--- config.mk ---
export PLATFORM = sky130hd
export DESIGN_NAME = edge_port_irq
export DESIGN_NICKNAME = d
export VERILOG_FILES = /design/src/rtl/eport_pkg.sv /design/src/rtl/eport_sync.sv /design/src/rtl/eport_pin_detect.sv /design/src/rtl/eport_regs.sv /design/src/rtl/edge_port_irq.sv
export SDC_FILE = /design/constraint.sdc
export NUM_CORES = 1
export LEC_CHECK = 0
export BUFFER_PORTS_ARGS = -buffer_cell sky130_fd_sc_hd__clkbuf_2
export CAP_MARGIN = 0
export CORE_ASPECT_RATIO = 0.6
export CORE_UTILIZATION = 44
export DETAILED_ROUTE_END_ITERATION = 16
export PLACE_DENSITY = 0.77
export SLEW_MARGIN = 5
export SYNTH_ARGS = -nofsm -noshare
export SYNTH_HDL_FRONTEND = slang
export SYNTH_HIERARCHICAL = 1
export SYNTH_SLANG_ARGS = --single-unit
export TNS_END_PERCENT = 10
--- constraint.sdc ---
create_clock -name clk_i -period 1.4 [get_ports clk_i]
set_input_delay 0.28 -clock clk_i [delete_from_list [all_inputs] [get_ports clk_i]]
set_output_delay 0.28 -clock clk_i [all_outputs]
set_load 0.1 [all_outputs]
--- src/rtl/eport_pkg.sv ---
package eport_pkg;
  typedef enum logic [1:0] {
    SENSE_LEVEL = 2'b00,
    SENSE_RISE  = 2'b01,
    SENSE_FALL  = 2'b10,
    SENSE_BOTH  = 2'b11
  } sense_e;

  localparam logic [1:0] ADDR_SENSE = 2'd0;
  localparam logic [1:0] ADDR_DIR   = 2'd1;
  localparam logic [1:0] ADDR_EN    = 2'd2;
  localparam logic [1:0] ADDR_FLAG  = 2'd3;
endpackage

--- src/rtl/eport_sync.sv ---
module eport_sync #(
  parameter int unsigned WIDTH  = 7,
  parameter int unsigned STAGES = 2
) (
  input  logic             clk_i,
  input  logic             rst_ni,
  input  logic [WIDTH-1:0] d_i,
  output logic [WIDTH-1:0] q_o
);
  logic [WIDTH-1:0] stage_q [STAGES];

  always_ff @(posedge clk_i or negedge rst_ni) begin
    if (!rst_ni) stage_q[0] <= '0;
    else         stage_q[0] <= d_i;
  end

  for (genvar k = 1; k < STAGES; k++) begin : g_stage
    always_ff @(posedge clk_i or negedge rst_ni) begin
      if (!rst_ni) stage_q[k] <= '0;
      else         stage_q[k] <= stage_q[k-1];
    end
  end

  assign q_o = stage_q[STAGES-1];
endmodule

--- src/rtl/eport_pin_detect.sv ---
module eport_pin_detect
  import eport_pkg::*;
(
  input  logic   clk_i,
  input  logic   rst_ni,
  input  sense_e sense_i,
  input  logic   lvl_i,
  input  logic   clr_i,
  output logic   flag_o
);
  logic prev_q, flag_q, rise, fall, hit;

  assign rise = lvl_i & ~prev_q;
  assign fall = ~lvl_i & prev_q;

  always_comb begin
    unique case (sense_i)
      SENSE_RISE: hit = rise;
      SENSE_FALL: hit = fall;
      SENSE_BOTH: hit = rise | fall;
      default:    hit = 1'b0;
    endcase
  end

  always_ff @(posedge clk_i or negedge rst_ni) begin
    if (!rst_ni) begin
      prev_q <= 1'b0;
      flag_q <= 1'b0;
    end else begin
      prev_q <= lvl_i;
      if (sense_i == SENSE_LEVEL) flag_q <= ~lvl_i;  // active-low level
      else if (hit)               flag_q <= 1'b1;    // edge beats clear
      else if (clr_i)             flag_q <= 1'b0;
    end
  end

  assign flag_o = flag_q;

  AST_EDGE_WINS: assert property (@(posedge clk_i) disable iff (!rst_ni)
    (sense_i != SENSE_LEVEL && hit) |=> flag_o);
  AST_CLEAR_TAKES: assert property (@(posedge clk_i) disable iff (!rst_ni)
    (sense_i != SENSE_LEVEL && !hit && clr_i) |=> !flag_o);
  AST_FLAG_STICKY: assert property (@(posedge clk_i) disable iff (!rst_ni)
    (sense_i != SENSE_LEVEL && !clr_i && flag_o) |=> flag_o);
endmodule

--- src/rtl/eport_regs.sv ---
module eport_regs
  import eport_pkg::*;
#(
  parameter int unsigned NUM_PINS = 7,
  localparam int unsigned DATA_W  = 2 * NUM_PINS + 2
) (
  input  logic              clk_i,
  input  logic              rst_ni,
  input  logic              wr_i,
  input  logic [1:0]        addr_i,
  input  logic [DATA_W-1:0] wdata_i,
  input  logic [NUM_PINS:1] flag_i,
  output logic [DATA_W-1:0] sense_o,
  output logic [NUM_PINS:1] dir_o,
  output logic [NUM_PINS:1] en_o,
  output logic [NUM_PINS:1] clr_o,
  output logic [DATA_W-1:0] rdata_o
);
  logic [DATA_W-1:2]  sense_q;
  logic [NUM_PINS:1]  dir_q, en_q;

  always_ff @(posedge clk_i or negedge rst_ni) begin
    if (!rst_ni) begin
      sense_q <= '0;
      dir_q   <= '0;
      en_q    <= '0;
    end else if (wr_i) begin
      unique case (addr_i)
        ADDR_SENSE: sense_q <= wdata_i[DATA_W-1:2];
        ADDR_DIR:   dir_q   <= wdata_i[NUM_PINS:1];
        ADDR_EN:    en_q    <= wdata_i[NUM_PINS:1];
        default:    ;
      endcase
    end
  end

  assign clr_o   = (wr_i && addr_i == ADDR_FLAG) ? wdata_i[NUM_PINS:1] : '0;
  assign sense_o = {sense_q, 2'b00};
  assign dir_o   = dir_q;
  assign en_o    = en_q;

  always_comb begin
    rdata_o = '0;
    unique case (addr_i)
      ADDR_SENSE: rdata_o = {sense_q, 2'b00};
      ADDR_DIR:   rdata_o[NUM_PINS:1] = dir_q;
      ADDR_EN:    rdata_o[NUM_PINS:1] = en_q;
      default:    rdata_o[NUM_PINS:1] = flag_i;
    endcase
  end

  AST_EN_WRITE: assert property (@(posedge clk_i) disable iff (!rst_ni)
    (wr_i && addr_i == ADDR_EN) |=> en_q == $past(wdata_i[NUM_PINS:1]));
  AST_DIR_HOLD: assert property (@(posedge clk_i) disable iff (!rst_ni)
    !(wr_i && addr_i == ADDR_DIR) |=> $stable(dir_q));
endmodule

--- src/rtl/edge_port_irq.sv ---
module edge_port_irq
  import eport_pkg::*;
#(
  parameter int unsigned NUM_PINS    = 7,
  parameter int unsigned SYNC_STAGES = 2
) (
  input  logic                    clk_i,
  input  logic                    rst_ni,
  input  logic [NUM_PINS:1]       pin_i,
  input  logic                    reg_wr_i,
  input  logic [1:0]              reg_addr_i,
  input  logic [2*NUM_PINS+1:0]   reg_wdata_i,
  output logic [2*NUM_PINS+1:0]   reg_rdata_o,
  output logic [NUM_PINS:1]       pin_dir_o,
  output logic [NUM_PINS:1]       irq_o
);
  localparam int unsigned DATA_W = 2 * NUM_PINS + 2;

  logic [NUM_PINS:1] lvl, flag, en, clr;
  logic [DATA_W-1:0] sense;

  eport_sync #(.WIDTH(NUM_PINS), .STAGES(SYNC_STAGES)) i_sync (
    .clk_i (clk_i),
    .rst_ni(rst_ni),
    .d_i   (pin_i),
    .q_o   (lvl)
  );

  eport_regs #(.NUM_PINS(NUM_PINS)) i_regs (
    .clk_i  (clk_i),
    .rst_ni (rst_ni),
    .wr_i   (reg_wr_i),
    .addr_i (reg_addr_i),
    .wdata_i(reg_wdata_i),
    .flag_i (flag),
    .sense_o(sense),
    .dir_o  (pin_dir_o),
    .en_o   (en),
    .clr_o  (clr),
    .rdata_o(reg_rdata_o)
  );

  for (genvar n = 1; n <= NUM_PINS; n++) begin : g_pin
    eport_pin_detect i_det (
      .clk_i  (clk_i),
      .rst_ni (rst_ni),
      .sense_i(sense_e'(sense[2*n+1:2*n])),
      .lvl_i  (lvl[n]),
      .clr_i  (clr[n]),
      .flag_o (flag[n])
    );
  end

  assign irq_o = flag & en;

  AST_IRQ_ENABLED: assert property (@(posedge clk_i) disable iff (!rst_ni)
    (reg_wr_i && reg_addr_i == ADDR_EN && reg_wdata_i[NUM_PINS:1] == '0) |=> irq_o == '0);
endmodule

======== After elaboration in Yosys (flattened, before gate mapping) ========
Cells that the tools add are included.
storage, ports and cells
  register bits ........................... 56
  bits of input ports ..................... 28
  output and inout bits ................... 30
  logic and storage cells ................. 129
operators by class
  equality and inequality tests ........... 24
  muxes and demuxes ....................... 31
  bitwise logic cells ..................... 36
  reductions and logical operators ........ 19
operators with widths
  kind                                                  count
  equality test 2 bit (second input constant)           16
  2-to-1 mux 1 bit                                      21
  case mux 1 bit (3 select lines)                       7
  case mux 7 bit (3 select lines)                       1
  nonzero test 3 bit                                    7
  equality test 2 x 1 -> 1 bit (second input constant)  8
  logical NOT 2 bit                                     8
  AND 1 bit                                             14
  inverter 1 bit                                        14
  2-to-1 mux 8 bit                                      1
  AND 7 bit                                             1
  2-to-1 mux 7 bit                                      1
  OR 1 bit                                              7
  AND reduction 2 bit                                   3
  logical AND 1 bit                                     1

======== Logic depth before layout (Yosys ltp) ========
Gate-level depths: netlist of the first run.
  depth in word-level cells ............... 6
  gate-level depth with buffers ........... 6
  gate-level depth less buffers ........... 5

======== Modules after synthesis ========
Netlist of the first run, hierarchy kept.
modules (own cells, without submodules)
  module            times used  cells each  area an instance (um^2)  sequential area each (um^2)
  eport_regs        1           92          1370.1                   700.7
  eport_pin_detect  7           13          127.6                    50.0
  eport_sync        1           21          402.9                    350.3
  edge_port_irq     1           7           43.8                     0.0

======== Worst setup path after synthesis of the first run ========
Ideal clock, no wire load.
  path kind ............................... reg2out
  start ................................... register i_regs.dir_q (netlist bit i_regs/dir_o[1])
  end ..................................... output port reg_rdata_o[1]
  data arrival time ....................... 2.651 ns
  data required time ...................... 1.120 ns
  path slack .............................. -1.531 ns
  stages on the path, launching flop included .. 3
  path buffers ............................ 0
  cell sequence ........................... dfrtp_1 mux2i_1 mux2i_1
on the way
  cells in the longest elaborated chain, start to end .. 1
RTL lines
  element                          RTL line             text
  from (decl)                      eport_regs.sv:20     logic [NUM_PINS:1] dir_q, en_q;
  from (signal assigned)           eport_regs.sv:30     ADDR_DIR: dir_q <= wdata_i[NUM_PINS:1];
  case mux 7 bit (3 select lines)  eport_regs.sv:44     unique case (addr_i)
  to (decl)                        edge_port_irq.sv:13  output logic [2*NUM_PINS+1:0] reg_rdata_o,
Every way passes these cells.

======== Final worst setup path of the first run ========
  start ................................... register i_regs.dir_q (netlist bit i_regs/dir_o[4])
  end ..................................... output port reg_rdata_o[4]
The elaborated chain is that of the path after synthesis.

==> run metrics, run 1 <==
number of I/O port buffers 55; initial antenna violation count 0; Worst Hold Endpoint i_sync/stage_q[8]; worst r2r src i_regs/sense_q[2]; status complete, but fails checks; starting DRC count in detailed routing 26; WHS Path Cells 1; Hold WS 75.4 ps; number of global-route vias before repair 1902; WP data arrival ~1500 ps; Root Buffer Master clkbuf_8; Antenna Nets Post-Route 0; clock insertion delay at the later pin of the skew report 300 ps; RR Endpoint g_pin[1].i_det/flag_o; # setup viols final 9; most frequent cells in the layout dfrtp_1, buf_12, inv_1, mux2_2, clkbuf_2; final worst clock skew 4.17 ps; post-CTS setup buffers 0; PnR worst setup slack -343 ps; Routed wire per std cell roughly 14 microns; crit path kind register to primary output; syn_nets 251; cell count after synthesis 209; Max-Cap Viols 0; YS warnings 6; Die X just over 100 microns; GRT overflow 0; Via density about 4.8; commonest non-fill, non-tap cell in the layout dfrtp_1; gr usage total 18.9%; CTS tree built; IO Pins just under 60; WL final ~5200 microns; H-tree levels 2; clk buf depth 2; Period Utilization, post-route 124%; Hold WC Path Type primary input to register; core footprint 5730 sq um; ant diodes 0; crit path time final 1740 ps; layout cells sized above 1 slightly above 50%; cts bufs inserted 5; Leak Pwr between 0.0015 and 0.002 uW; Worst Reg-to-Reg Cells 3; die area 6450 sq um; placed cells 358; Critical Path RT 1120 ps; Finished Layout Cells approximately 370; synthesized area about 2700 sq um; vias around 1800; GPL Wtd Cong 0.754; Final Slew Violations 0; failing checks setup timing; flop2flop setup slack 190 ps; Worst setup EP type primary output; FP Rows 21; startpoint types register; largest net degree at the start of global routing between 50 and 60; hold path start pin_i[2]; unrepaired setup endpoints after global routing true; clk slew on worst S/H paths approximately 90 ps; fin nets 328; Initial Util about 47%; # DRC 0; first-pass GRT wire length 9030 microns; die height 62.6 microns; Final Cell Area 3850 sq um; Pwr Density 1550 nW/um^2; # clock sinks 56; placed cell area 3700 sq um; FMAX 574 MHz; Max FO, Critical Path 2; HPWL after detailed placement approximately 4000 microns; First-pass DRT Iterations 2; synthesized area per cell about 13 sq um; Max rail drop VDD approximately 0.00066 V; Final Hold Fails 0; Layout area overhead 42.9%
[critical path: stages, from the launching register on]
cell	delay, ps
dfrtp_4	480
mux4_2	490
buf_12	190
[layer usage]
metal  track usage, %  part of all wire, %  vias up
met5                0                    0        -
met4             5.28                 0.87        0
met3             5.03                  5.5        5
met2             31.3                   49       41
met1             24.4                   45      853
li1                 -                    -      854
[area by class of cell]
type,count,area [sq um]
fillers,465,1880
flip-flops and latches,56,1430
multi-input cells,114,1160
repair buffers,81,963
inverters,28,105
well taps,80,100
clock buffers,8,90.1
[worst max-delay path by stage]
| stage | slack [ps] | cells after the start | from | endpoint |
|---|---|---|---|---|
| 3_5_place_dp | -180 | 6 | reg_addr_i[0] | i_regs/sense_q[13] |
| 3_3_place_gp | -160 | 4 | reg_addr_i[0] | reg_rdata_o[6] |
| 4_1_cts | -360 | 2 | i_regs/dir_o[6] | reg_rdata_o[6] |
| 6_report | -340 | 2 | i_regs/dir_o[4] | reg_rdata_o[4] |
| 5_1_grt | -390 | 2 | i_regs/dir_o[6] | reg_rdata_o[6] |
| 2_1_floorplan | -250 | 1 | i_regs/dir_o[2] | reg_rdata_o[2] |
[where the power goes]
| group | internal, uW | leakage, uW | switching, uW |
|---|---|---|---|
| logic | 1240 | 0.00115 | 1750 |
| clock network | 405 | 0.0000455 | 476 |
| registers | 1890 | 0.000641 | 206 |
[registers in the layout, summed over array words and instances (netlist names)]
name,flops
i_regs/sense_q,14
g_pin.i_det/flag_o,7
g_pin.i_det/prev_q,7
i_regs/dir_o,7
i_regs/en_o,7
i_sync/q_o,7
i_sync/stage_q,7
[metrics by stage]
step           total power [uW]  TNS (ps)  setup slack (ps)  utilization, %
2_1_floorplan              3910     -2120              -247               -
3_3_place_gp               5000     -3870              -161            64.5
3_5_place_dp               5060     -4560              -180            64.5
4_1_cts                    6000     -2410              -360            66.9
5_1_grt                    6250     -2730              -387            67.2
6_report                   5960     -2210              -343            67.2
[repair_timing]
action / in CTS / in global routing
pin swaps: 0 / 1
hold buffers: 1 / 0
setup endpoints to repair: 17 / 25
gates resized for setup: 16 / 5
hold endpoints to repair: 56 / 0
(Power assumes the default switching activity.)
==> run 2, diff against run 1 <==
Settings changed: CTS_BUF_LIST set to sky130_fd_sc_hd__clkbuf_4 sky130_fd_sc_hd__clkbuf_8 sky130_fd_sc_hd__clkbuf_16.
==> run metrics, run 2 (same netlist as run 1, synthesis figures left out) <==
Biggest register i_regs/sense_q (unchanged); fillers 463 (was 465); cts bufs inserted 5 (unchanged); flop2flop setup slack 190 ps (about the same); Pwr Density 1560 nW/um^2 (was 1550 nW/um^2); First-pass DRT Iterations 4 (was 2); WHS Path Cells 1 (unchanged); most frequent cells in the layout dfrtp_1, buf_12, inv_1, mux2_2, clkbuf_2 (unchanged); FP Rows 21 (unchanged); commonest non-fill, non-tap cell in the layout dfrtp_1 (unchanged); clk slew on worst S/H paths 90 ps (about the same); Final Hold Fails 0 (unchanged); Critical Path RT 1120 ps (about the same); PnR worst setup slack -343 ps (about the same); IO Pins 58 (unchanged); crit path time final 1740 ps (about the same); crit path kind register to primary output (unchanged); initial antenna violation count 0 (unchanged); core footprint 5730 sq um (unchanged); clock insertion delay at the later pin of the skew report 300 ps (about the same); # setup viols final 9 (unchanged); worst r2r src i_regs/sense_q[2] (unchanged); area of the multi-input gates 1160 sq um (unchanged); Via density 4.77 (was 4.78); Period Utilization, post-route 124% (about the same); Critical Path Start i_regs/dir_o[5] (was i_regs/dir_o[4]); WL final 5180 microns (was 5190 microns); Final Slew Violations 0 (unchanged); Initial Util 47.1% (unchanged); Root Buffer Master clkbuf_8 (unchanged); Die X 103 microns (unchanged); die area 6450 sq um (unchanged); die height 62.6 microns (unchanged); # clock sinks 56 (unchanged); Routed wire per std cell 14.1 microns (about the same); Worst Setup EP reg_rdata_o[5] (was reg_rdata_o[4]); Worst Reg-to-Reg Cells 3 (unchanged); GPL Wtd Cong 0.754 (unchanged); clk buf depth 2 (unchanged); first-pass GRT wire length 9040 microns (was 9030 microns); status complete, but fails checks (unchanged); Hold WC Path Type primary input to register (unchanged); final worst clock skew 2.65 ps (was 4.17 ps); Max FO, Critical Path 2 (unchanged); WP data arrival 1460 ps (about the same); Max-Cap Viols 0 (unchanged); Antenna Nets Post-Route 0 (unchanged); final core utilization 67.3% (was 67.2%); unrepaired setup endpoints after global routing true (unchanged); largest net degree at the start of global routing 57 (unchanged); GRT overflow 0 (unchanged); startpoint types register (unchanged); Storage cell area 1430 sq um (unchanged); Max rail drop VDD 0.000655 V (was 0.000665 V); max reg flops 14 (unchanged); ant diodes 0 (unchanged); CTS tree built (unchanged); number of I/O port buffers 55 (unchanged); gr usage total 18.9% (about the same); fin nets 328 (unchanged); number of global-route vias before repair 1899 (was 1902); starting DRC count in detailed routing 37 (was 26); Layout area overhead 43.1% (was 42.9%); vias 1749 (was 1753); failing checks setup timing (unchanged); Place WS -180 ps (unchanged); # DRC 0 (unchanged); HPWL after detailed placement 4020 microns (unchanged); Leak Pwr 0.00184 uW (about the same); H-tree levels 2 (unchanged); RR Endpoint g_pin[1].i_det/flag_o (unchanged); FMAX 574 MHz (about the same); Worst setup EP type primary output (unchanged); layout cells sized above 1 51.2% (was 50.5%)
-- run 2: worst min-delay path by stage --
stage | slack, ps | from | end
CTS | 70 | pin_i[2] | i_sync/stage_q[8]
global route | 60 | pin_i[7] | i_sync/stage_q[13]
global placement | 310 | rst_ni | g_pin[3].i_det/flag_o
detailed placement | 310 | rst_ni | i_regs/dir_o[7]
floorplan | -20 | rst_ni | g_pin[1].i_det/flag_o
finish | 80 | pin_i[2] | i_sync/stage_q[8]
-- run 2: metal layers --
layer / GRT usage (%) / share of wire [%] / vias to the layer above
li1: - / - / 857
met2: 31.4 / 48 / 41
met1: 24.3 / 45 / 846
met4: 5.28 / 0.93 / 0
met3: 5.03 / 5.5 / 5
met5: 0 / 0 / -
-- run 2: where the power goes --
group	switching [uW]	total, uW	internal, uW	leakage [uW]
registers	206	2100	1890	0.000641
logic	1750	2990	1240	0.00115
clock network	471	914	443	0.0000523
-- run 2: critical path, cell delays in order (launching register included) --
cell and delay (ps):
dfrtp_4 480, mux4_2 490, buf_12 190
-- run 2: area by class of cell --
| class | instances | share of cell area, % |
|---|---|---|
| sequential | 56 | 37.1 |
| inverter | 28 | 2.72 |
| multi-input combinational | 114 | 30.1 |
| clock buffer | 8 | 2.53 |
| tap | 80 | 2.59 |
| timing repair buffer | 81 | 25.0 |
-- run 2: what timing repair did --
item	4_1_cts	5_1_grt
gates resized for setup	16	5
pin swaps	0	1
hold buffers	1	0
hold endpoints to repair	56	0
setup endpoints to repair	17	25
setup buffers	0	0
-- run 2: through the flow --
stage	setup TNS, ps	instance area (sq um)	hold slack [ps]	power, uW	cells
final	-2200	3860	77.7	6000	367
after global routing	-2720	3860	55.7	6290	367
after detailed placement	-4560	3700	311	5060	358
after floorplan	-2120	2750	-15.6	3910	209
after global placement	-3870	3700	313	5000	358
after CTS	-2410	3840	65.6	6040	367
==> run 3, diff against run 2 <==
Settings changed: SYNTH_HIERARCHICAL 1 to not set.
==> run metrics, run 3 <==
Initial Util 46.6% (was 47.1%); Max-Cap Viols 0 (unchanged); ant diodes 0 (unchanged); syn_nets 237 (was 251); First-pass DRT Iterations 4 (unchanged); worst r2r src i_sync.q_o[0] (was i_regs/sense_q[2]); most frequent cells in the layout dfrtp_1, buf_12, clkbuf_2, buf_4, mux2_2 (was dfrtp_1, buf_12, inv_1, mux2_2, clkbuf_2); WL final 5730 microns (was 5180 microns); final worst clock skew 8.35 ps (was 2.65 ps); Post-synth EDFFs 0; Yosys top cell by area dfrtp_1; Root Buffer Master clkbuf_8 (unchanged); hold path start pin_i[4] (was pin_i[2]); largest net degree at the start of global routing 57 (unchanged); Final Hold Fails 0 (unchanged); post-synth top area share 52.9%; fillers 423 (was 463); core footprint 5680 sq um (was 5730 sq um); GPL Wtd Cong 0.742 (was 0.754); layout cells sized above 1 58.2% (was 51.2%); GRT overflow 0 (unchanged); CTS tree built (unchanged); Worst setup EP type primary output (unchanged); YS warnings 0 (was 6); IO Pins 58 (unchanged); number of global-route vias before repair 1814 (was 1899); # DRC 0 (unchanged); crit path time final 1770 ps (was 1740 ps); placed cells 350 (was 358); cell count after synthesis 195 (was 209); slowest stage delay, CP 500 ps (was 490 ps); Final Cell Area 3870 sq um (was 3860 sq um); FMAX 566 MHz (was 574 MHz); unrepaired setup endpoints after global routing true (unchanged); first-pass GRT wire length 9050 microns (was 9040 microns); Worst Reg-to-Reg Cells 4 (was 3); Biggest register i_regs.sense_q (was i_regs/sense_q); ys flop type dfrtp_1; WP data arrival 1490 ps (was 1460 ps); Synth top cells by count dfrtp_1, inv_1, mux2_2; max reg flops 14 (unchanged); Finished Layout Cells 360 (was 367); Max FO, Critical Path 2 (unchanged); Period Utilization, post-route 126% (was 124%); synthesized area 2650 sq um (was 2700 sq um); Critical Path RT 1120 ps (about the same); # setup viols final 14 (was 9); Hold WC Path Type primary input to register (unchanged); Place WS -243 ps (was -180 ps); Max rail drop VDD 0.000720 V (was 0.000655 V); Via density 5.00 (was 4.77); gr usage total 20.1% (was 18.9%); die height 62.1 microns (was 62.6 microns); placed cell area 3660 sq um (was 3700 sq um); flop2flop setup slack -140 ps (was 190 ps); clk buf depth 2 (unchanged); top-count cell post-synth dfrtp_1; Worst Hold Endpoint i_sync.stage_q[10] (was i_sync/stage_q[8]); number of I/O port buffers 55 (unchanged); Yosys reg bits 56; Die X 102 microns (was 103 microns); worst path cell trace mux4_2, buf_12 (unchanged); fin nets 321 (was 328); PnR worst setup slack -367 ps (was -343 ps); crit path kind register to primary output (unchanged); Layout area overhead 46.2% (was 43.1%); clk slew on worst S/H paths 100 ps (was 90 ps); Routed wire per std cell 15.9 microns (was 14.1 microns); synthesized area per cell 13.6 sq um (was 12.9 sq um); CP max stage cell mux4_2 (unchanged); die area 6340 sq um (was 6450 sq um); starting DRC count in detailed routing 51 (was 37); Synth area leaders dfrtp_1, mux2_2, mux4_2; clock insertion delay at the later pin of the skew report 310 ps (was 300 ps); Antenna Nets Post-Route 0 (unchanged); WHS Path Cells 1 (unchanged); area of the multi-input gates 1200 sq um (was 1160 sq um); H-tree levels 2 (unchanged); HPWL after detailed placement 4280 microns (was 4020 microns); status complete, but fails checks (unchanged); Storage cell area 1420 sq um (was 1430 sq um); FP Rows 21 (unchanged); cts bufs inserted 5 (unchanged); vias 1801 (was 1749); post-synthesis cell type count 30; sequential fraction of the synthesis area 52.9%; Post-synth ARST share 100%; commonest non-fill, non-tap cell in the layout dfrtp_1 (unchanged); initial antenna violation count 0 (unchanged); Final Slew Violations 0 (unchanged); startpoint types register (unchanged); # clock sinks 56 (unchanged); Pwr Density 1590 nW/um^2 (was 1560 nW/um^2); Leak Pwr 0.00179 uW (was 0.00184 uW); failing checks setup timing (unchanged); RR Endpoint g_pin[1].i_det.flag_o (was g_pin[1].i_det/flag_o)
-- run 3: worst max-delay path by stage --
stage,from,to,slack (ps),depth (start not counted)
floorplan,i_regs.dir_o[4],reg_rdata_o[4],-260,1
global placement,reg_addr_i[0],reg_rdata_o[6],-250,3
detailed placement,reg_addr_i[0],reg_rdata_o[2],-240,3
CTS,i_regs.dir_o[4],reg_rdata_o[4],-380,2
global route,i_regs.dir_o[4],reg_rdata_o[4],-390,2
finish,i_regs.dir_o[4],reg_rdata_o[4],-370,2
-- run 3: cell type report --
| class | instances | share of cell area, % |
|---|---|---|
| clock buffer | 6 | 1.97 |
| clock inverter | 2 | 0.905 |
| inverter | 19 | 1.84 |
| multi-input combinational | 114 | 31.0 |
| sequential | 56 | 36.6 |
| tap | 80 | 2.59 |
| timing repair buffer | 83 | 25.0 |
-- run 3: power by group --
group,switching (uW),internal [uW]
registers,210,1880
logic,1740,1250
clock network,510,551
-- run 3: critical path, delay by kind of cell (launching register included) --
kind | cells | cell delay [ps]
buffers and inverters | 1 | 190
DFF | 1 | 490
muxes | 1 | 500
-- run 3: metal layers --
metal	vias to the layer above	GRT usage, %	routed length, microns
met1	909	26.6	2690
li1	844	-	-
met4	0	5.31	44
met3	7	4.92	278
met5	-	0	0
met2	41	34.1	2720
-- run 3: timing repair --
item                                    in CTS  in global routing
resized for setup                           12                 13
hold buffers                                 1                  0
pin swaps                                    4                  3
endpoints found under the hold margin       56                  0
endpoints found under the setup margin      20                 24
buffers inserted                             0                  1
-- run 3: metrics by stage --
step	hold slack, ps	utilization, %	total power, uW	TNS [ps]
after global routing	52.5	68.2	6380	-3320
final	68.5	68.2	6140	-2700
after detailed placement	308	64.6	5040	-3610
after CTS	61.3	67.2	6140	-2790
after global placement	309	64.6	4970	-3560
after floorplan	-15.6	-	3870	-2590
-- run 3: cells by family (layout without fill, tap and decap cells) --
logic type	Yosys count	after routing	synth area share [%]
and+or+nand+nor	43	43	9.22
AOI/OAI and AO/OA	18	18	5.10
DFF	56	56	52.9
muxes	38	38	21.4
adders and majority gates	14	14	6.62
other	1	1	0.142
buffers and inverters	25	110	4.58
